File: config.mk
export PLATFORM = sky130hd
export DESIGN_NAME = sched_seq
export DESIGN_NICKNAME = d
export VERILOG_FILES = /design/src/rtl/sched_pkg.sv /design/src/rtl/sched_wr_dec.sv /design/src/rtl/sched_mem.sv /design/src/rtl/sched_ptr.sv /design/src/rtl/sched_out.sv /design/src/rtl/sched_seq.sv
export SDC_FILE = /design/constraint.sdc
export NUM_CORES = 2
export LEC_CHECK = 0
export BUFFER_PORTS_ARGS = -buffer_cell sky130_fd_sc_hd__clkbuf_2
export CORE_ASPECT_RATIO = 2
export CORE_MARGIN = 1.5
export CORE_UTILIZATION = 55
export CTS_BUF_LIST = sky130_fd_sc_hd__clkbuf_16
export CTS_CLUSTER_SIZE = 10
export DETAILED_ROUTE_END_ITERATION = 6
export PLACE_DENSITY = 0.73
export SLEW_MARGIN = 25
export SYNTH_ARGS = -nofsm -noshare
export SYNTH_HDL_FRONTEND = slang
export SYNTH_SLANG_ARGS = --single-unit
export TNS_END_PERCENT = 100
File: constraint.sdc
create_clock -name clk -period 4.7 [get_ports clk]
set_input_delay 0.94 -clock clk [delete_from_list [all_inputs] [get_ports clk]]
set_output_delay 0.94 -clock clk [all_outputs]
set_load 0.01 [all_outputs]
File: src/rtl/sched_pkg.sv
package sched_pkg;
  typedef enum logic {
    WK_ENTRY = 1'b0,
    WK_PTR   = 1'b1
  } wr_kind_e;

  function automatic int wrap_inc(input int a, input int depth);
    return (a + 1 == depth) ? 0 : a + 1;
  endfunction
endpackage

File: src/rtl/sched_wr_dec.sv
module sched_wr_dec #(
  parameter int PIPE_W = 1
) (
  input  logic              wr_valid,
  input  logic [PIPE_W-1:0] wr_pipe,
  input  logic              wr_kind,
  output logic              entry_we,
  output logic              ptr_load
);
  import sched_pkg::*;
  logic from_zero;

  always_comb begin
    from_zero = (wr_pipe == '0);
    entry_we  = wr_valid && from_zero && (wr_kind == WK_ENTRY);
    ptr_load  = wr_valid && from_zero && (wr_kind == WK_PTR);
  end
endmodule

File: src/rtl/sched_mem.sv
module sched_mem #(
  parameter int ADDR_W  = 7,
  parameter int N_PIPES = 2,
  parameter int IDX_W   = 5,
  parameter logic [IDX_W-1:0] IDLE_IDX = '0
) (
  input  logic                              clk,
  input  logic                              rst_n,
  input  logic                              we,
  input  logic [ADDR_W-1:0]                 waddr,
  input  logic [ADDR_W+N_PIPES*IDX_W-1:0]   wdata,
  input  logic [ADDR_W-1:0]                 raddr,
  output logic [ADDR_W+N_PIPES*IDX_W-1:0]   rdata
);
  import sched_pkg::*;
  localparam int DEPTH = 1 << ADDR_W;
  localparam int EW    = ADDR_W + N_PIPES * IDX_W;

  logic [EW-1:0] store [DEPTH];

  function automatic logic [EW-1:0] reset_entry(input int a);
    return {{N_PIPES{IDLE_IDX}}, ADDR_W'(wrap_inc(a, DEPTH))};
  endfunction

  always_ff @(posedge clk or negedge rst_n) begin
    if (!rst_n) begin
      for (int a = 0; a < DEPTH; a++) store[a] <= reset_entry(a);
    end else if (we) begin
      store[waddr] <= wdata;
    end
  end

  assign rdata = store[raddr];
endmodule

File: src/rtl/sched_ptr.sv
module sched_ptr #(
  parameter int ADDR_W = 7
) (
  input  logic              clk,
  input  logic              rst_n,
  input  logic              load,
  input  logic [ADDR_W-1:0] load_addr,
  input  logic [ADDR_W-1:0] link,
  output logic [ADDR_W-1:0] addr
);
  always_ff @(posedge clk or negedge rst_n) begin
    if (!rst_n)    addr <= '0;
    else if (load) addr <= load_addr;
    else           addr <= link;
  end
endmodule

File: src/rtl/sched_out.sv
module sched_out #(
  parameter int N_PIPES = 2,
  parameter int IDX_W   = 5,
  parameter logic [IDX_W-1:0] IDLE_IDX = '0
) (
  input  logic                     clk,
  input  logic                     rst_n,
  input  logic [N_PIPES*IDX_W-1:0] lanes,
  output logic                     valid,
  output logic [N_PIPES*IDX_W-1:0] idx
);
  for (genvar p = 0; p < N_PIPES; p++) begin : g_lane
    always_ff @(posedge clk or negedge rst_n) begin
      if (!rst_n) idx[p*IDX_W +: IDX_W] <= IDLE_IDX;
      else        idx[p*IDX_W +: IDX_W] <= lanes[p*IDX_W +: IDX_W];
    end
  end

  always_ff @(posedge clk or negedge rst_n) begin
    if (!rst_n) valid <= 1'b0;
    else        valid <= 1'b1;
  end
endmodule

File: src/rtl/sched_seq.sv
module sched_seq #(
  parameter int N_PIPES = 2,
  parameter int ADDR_W  = 7,
  parameter int IDX_W   = 5,
  parameter logic [IDX_W-1:0] IDLE_IDX = '0,
  localparam int PIPE_W = (N_PIPES > 1) ? $clog2(N_PIPES) : 1,
  localparam int EW     = ADDR_W + N_PIPES * IDX_W
) (
  input  logic                     clk,
  input  logic                     rst_n,
  input  logic                     wr_valid,
  input  logic [PIPE_W-1:0]        wr_pipe,
  input  logic                     wr_kind,
  input  logic [ADDR_W-1:0]        wr_addr,
  input  logic [EW-1:0]            wr_data,
  output logic                     out_valid,
  output logic [N_PIPES*IDX_W-1:0] out_idx
);
  logic              entry_we;
  logic              ptr_load;
  logic [ADDR_W-1:0] rd_addr;
  logic [EW-1:0]     rd_data;
  logic [ADDR_W-1:0] link_next;

  assign link_next = rd_data[ADDR_W-1:0];

  sched_wr_dec #(.PIPE_W(PIPE_W)) u_dec (
    .wr_valid(wr_valid), .wr_pipe(wr_pipe), .wr_kind(wr_kind),
    .entry_we(entry_we), .ptr_load(ptr_load)
  );

  sched_mem #(.ADDR_W(ADDR_W), .N_PIPES(N_PIPES), .IDX_W(IDX_W), .IDLE_IDX(IDLE_IDX)) u_mem (
    .clk(clk), .rst_n(rst_n), .we(entry_we), .waddr(wr_addr), .wdata(wr_data),
    .raddr(rd_addr), .rdata(rd_data)
  );

  sched_ptr #(.ADDR_W(ADDR_W)) u_ptr (
    .clk(clk), .rst_n(rst_n), .load(ptr_load), .load_addr(wr_addr),
    .link(link_next), .addr(rd_addr)
  );

  sched_out #(.N_PIPES(N_PIPES), .IDX_W(IDX_W), .IDLE_IDX(IDLE_IDX)) u_out (
    .clk(clk), .rst_n(rst_n), .lanes(rd_data[EW-1:ADDR_W]),
    .valid(out_valid), .idx(out_idx)
  );
endmodule

* Yosys cells after proc, flatten, opt, wreduce, memory -nomap -nowiden
Cells that the tools add are included.
** Storage, ports and cells
- Output and inout bits :: 11
- Word-level logic and storage cells :: 150
- Flip-flop bits (word level) :: 2194
** Operators by class
- Magnitude comparators :: 3
- Multiplexer cells :: 7
- Bitwise gates (word level) :: 4
- Reductions and logical operators :: 4
** Operators by type and width (number)
- 2176-bit bitwise mux :: 1
- 17-bit binary-select mux with 7-bit select :: 1
- 17-bit demux with 7-bit select :: 1
- 17-bit two-way mux :: 3
- 8-bit greater-or-equal comparator, second input constant :: 2
- 7-bit NOT with 8-bit output :: 2
- 8-bit by 1-bit less-than comparator with 1-bit output, second input constant :: 1
- 7-bit two-way mux :: 1
- 1-bit logical AND :: 4
- 1-bit NOT :: 2

* Logic depth before layout (Yosys ltp)
- Depth in word-level cells :: 6
- Gate-level depth with buffers :: 12
- Gate-level depth less buffers :: 6

* Hierarchy
A second synthesis with hierarchy kept.
** Unflattened totals
- Cell total of the unflattened synthesis :: 5842
- Area, all modules :: 99292.7 um2
** By module, submodules not included
- sched_mem :: area each 98700.9 um2, times used 1, cells each 5813
- sched_ptr :: area each 291.5 um2, times used 1, cells each 15
- sched_out :: area each 279.0 um2, times used 1, cells each 12
- sched_wr_dec :: area each 21.3 um2, times used 1, cells each 2

* Worst setup path before layout
No wires, ideal clock.
- Path type :: in2reg
- Start point :: input wr_pipe
- End point :: register u_mem.store[1111] (netlist name)
- Arrival :: 2.700 ns
- Library setup time :: 0.125 ns
- Data required time :: 4.575 ns
- Setup slack :: 1.875 ns
- Stages on the path :: 8
- Buffers on the path :: 3
- Path through :: nand2b_1 > nor2_1 > nand4b_1 > clkbuf_1 > clkbuf_1 > nor2_1 > buf_2 > mux2_2
** On the way
- Word-level cells in the longest chain between the ends :: 3
** Ends and longest elaborated chain
- from (decl) :: RTL line sched_seq.sv:12 : input logic [PIPE_W-1:0] wr_pipe,
- 1-bit NOT :: RTL line sched_wr_dec.sv:14 : from_zero = (wr_pipe == '0);
- 1-bit logical AND (2 in series) :: RTL line sched_wr_dec.sv:15 : entry_we = wr_valid && from_zero && (wr_kind == WK_ENTRY);
- to (signal, indexed assignment) :: RTL line sched_mem.sv:29 : store[waddr] <= wdata;
- to (decl) :: RTL line sched_mem.sv:19 : logic [EW-1:0] store [DEPTH];
Every way passes these cells.
A chain may end at the register's enable or synchronous reset.

* Worst setup path after layout
- Start point :: register u_ptr.addr[0]
- End point :: register u_ptr.addr[1]
** On the way
- Word-level cells in the longest chain between the ends :: 5
** Ends and longest elaborated chain
- from (decl) :: RTL line sched_ptr.sv:9 : output logic [ADDR_W-1:0] addr
- from (signal assigned) :: RTL line sched_ptr.sv:13 : else if (load) addr <= load_addr;
- from (signal assigned) :: RTL line sched_ptr.sv:14 : else addr <= link;
- 7-bit NOT with 8-bit output (not written as such) :: RTL line sched_mem.sv:33 : assign rdata = store[raddr];
- 17-bit binary-select mux with 7-bit select :: RTL line sched_mem.sv:33
- 17-bit two-way mux (not written as such) (2 in series) :: RTL line sched_mem.sv:33
- 7-bit two-way mux :: RTL line sched_ptr.sv:13
Every way passes these cells. The select of a mux whose other input is x is not followed.

==> impl_metrics.env <==
export IMPL_routed_via_density=6.41
export IMPL_arrival_ns=4.35
export IMPL_status="complete, no violations"
export IMPL_ant_nets=0
export IMPL_drive_above_1_share=0.583
export IMPL_yosysWarnings=0
export IMPL_p_total_mw=46.6
export IMPL_rrSetupSlack_ns=1.06
export IMPL_vdd_drop_max_v=0.000355
export IMPL_grt_pass1_vias=61400
export IMPL_grt_max_degree=178
export IMPL_tns_ns=0
export IMPL_seq_area_frac_synth=0.553
export IMPL_ios=40
export IMPL_timing_rr_end="u_ptr.addr[1]"
export IMPL_drc=0
export IMPL_skew_ns=0.0558
export IMPL_cts_tree="built"
export IMPL_synth_distinct_cells=56
export IMPL_final_cell_mix="mux2_2 (2101), dfrtp_1 (1741), mux4_2 (555), dfstp_2 (448), clkbuf_16 (250)"
export IMPL_placed_area_um2=103000
export IMPL_crit_reg2reg_launch="u_ptr.addr[0]"
export IMPL_rows=221
export IMPL_die_area_um2=185000
export IMPL_path_clk_slew_ns=0.06
export IMPL_io_buffer_count=39
export IMPL_cp_max_fo=29
export IMPL_area_growth_pct=9.95
export IMPL_grt_pass1_wl_mm=400
export IMPL_setup_violations=0
export IMPL_netlist_area_um2=100000
export IMPL_slew_headroom=0.308
export IMPL_core_area_um2=181000
export IMPL_synth_edf_count=0
export IMPL_postCtsSetupBuffers=0
export IMPL_slew_violations=0
export IMPL_hold_depth=1
export IMPL_hpwl_mm=171
export IMPL_synth_ff_type="dfrtp_1"
export IMPL_insertion_delay_ns=0.88
export IMPL_grt_overflow=0
export IMPL_design_area_um2=110000
export IMPL_cp_slowest_cell="dfrtp_4"
export IMPL_start_util=0.553
export IMPL_finalCritPeriodShare=0.775
export IMPL_startpoint_type="flip-flop"
export IMPL_criticalPathCategory="flip-flop to flip-flop"
export IMPL_hold_viol_final=0
export IMPL_fin_nets=6230
export IMPL_synth_fp_nets=6272
export IMPL_rsz0062_at_grt="false"
export IMPL_required_ns=5.41
export IMPL_final_cells=8753
export IMPL_cts_buffers=245
export IMPL_drtIter0Drc=3645
export IMPL_cts_root_buffer="clkbuf_16"
export IMPL_first_pass_iters=5
export IMPL_final_common_cell="mux2_2"
export IMPL_track_usage=0.291
export IMPL_tightest_slew_ns=1.04
export IMPL_maxCapViolCount=0
export IMPL_htree_levels=4
export IMPL_synthCells=6243
export IMPL_p_leak_nw=52.4
export IMPL_slowest_delay_ns=0.85
export IMPL_min_period_ns=3.64
export IMPL_rr_worst_depth=8
export IMPL_dp_cells=8293
export IMPL_end_kind="flip-flop"
export IMPL_crit_chain="buf_12, buf_12, mux2_2, a221o_1, o21ai_0, a31oi_1, nand4_1, nand4_1"
export IMPL_cts_resized=0
export IMPL_antenna_found_initial=5
export IMPL_vias=56100
export IMPL_crit_end="u_ptr.addr[1]"
export IMPL_maxClockFrequency_mhz=275
export IMPL_wl_per_cell_um=30.2
export IMPL_async_reset_ff_frac=1.00
export IMPL_ys_ff_latch=2194
export IMPL_die_w_um=305
export IMPL_powerDensity_nw_per_um2=423
export IMPL_die_h_um=607
export IMPL_cts_sink_count=2194
export IMPL_min_path_type="flip-flop to flip-flop"
export IMPL_crit_path_start="u_ptr.addr[0]"
export IMPL_syn_area_per_cell_um2=16.1
export IMPL_clockBufferDepth=4
export IMPL_routed_wl_mm=264
export IMPL_gp_congestion=0.923
==> what timing repair did <==
action                     4_1_cts  5_1_grt
hold endpoints to repair        12        0
hold buffers                     1        0
setup endpoints to repair        0        0
==> worst max-delay path, delay by kind of cell (launching register included) <==
family / cells / cell delay, ns
buffers and inverters: 2 / 0.59
and+or+nand+nor: 2 / 0.34
muxes: 1 / 0.44
AOI/OAI and AO/OA: 3 / 1.10
DFF: 1 / 0.85
==> area by class of cell <==
type	count	area, µm²
timing repair buffer	286	2650
clock buffer	250	6260
clock inverter	203	785
inverter	14	52.6
antenna	5	12.5
fill	13200	70900
tap	2341	2930
multi-input combinational	3460	42100
sequential	2194	55500
==> metal layers <==
layer  track usage  wire, µm  part of all wire  vias up
met5             0        13          0.000049        -
met4         0.193     19800             0.075        2
met3        0.0373     11100             0.042      681
met2         0.501    135000              0.51     1500
met1         0.343     97900              0.37    30700
li1              -         -                 -    23200
==> cell usage after synthesis (28+ instances only) <==
cell,number,area [µm²]
mux2_1,102,1150
o21ai_0,37,185
nand2_1,107,402
dfstp_2,448,11800
buf_6,33,372
buf_4,29,218
nor2_1,59,221
buf_2,139,696
mux4_2,555,12500
mux2_2,2101,23700
a22oi_1,54,405
nand2_2,30,188
o22ai_1,58,363
a21oi_1,29,145
clkbuf_1,340,1280
mux2i_1,132,1320
dfrtp_1,1746,43700
buf_1,28,105
==> sequential cells by signal, indices dropped and copies added, names as in the netlist <==
signal and count:
u_out.valid 1, u_mem.store 2176, u_out.idx 10, u_ptr.addr 7
==> power by group <==
part / leakage [nW] / switching [mW] / internal, mW / total (mW)
Sequential: 28.8 / 0.724 / 19.6 / 20.3
Clock: 4.15 / 7.49 / 9.45 / 16.9
Combinational: 19.4 / 5.66 / 3.73 / 9.40
Total: 52.4 / 13.9 / 32.8 / 46.6
==> stage by stage <==
step	hold WS, ns	utilization	setup WS [ns]
floorplan	0.456	-	1.88
global placement	0.469	0.569	0.776
detailed placement	0.477	0.569	0.725
CTS	0.457	0.608	1.09
global route	0.497	0.608	0.987
finish	0.487	0.609	1.06
==> worst min-delay path by stage <==
stage / start / to / slack (ns)
floorplan: u_mem.store[1485] / u_mem.store[1485] / 0.46
global placement: u_mem.store[1221] / u_mem.store[1221] / 0.47
detailed placement: u_mem.store[1485] / u_mem.store[1485] / 0.48
CTS: wr_addr[1] / u_ptr.addr[1] / 0.46
global route: u_mem.store[262] / u_mem.store[262] / 0.50
finish: u_mem.store[264] / u_mem.store[264] / 0.49
==> cells by family (layout without fill, tap and decap cells) <==
logic type             Yosys count  after routing  synth area share
AND/OR/NAND/NOR                316            316            0.0164
buffers and inverters          589            753            0.0281
multiplexers                  2891           2891             0.386
AO/OA/AOI/OAI                  252            252            0.0166
other                            1              6         0.0000374
flip-flops                    2194           2194             0.553
Power figures use the tool's default switching activity.
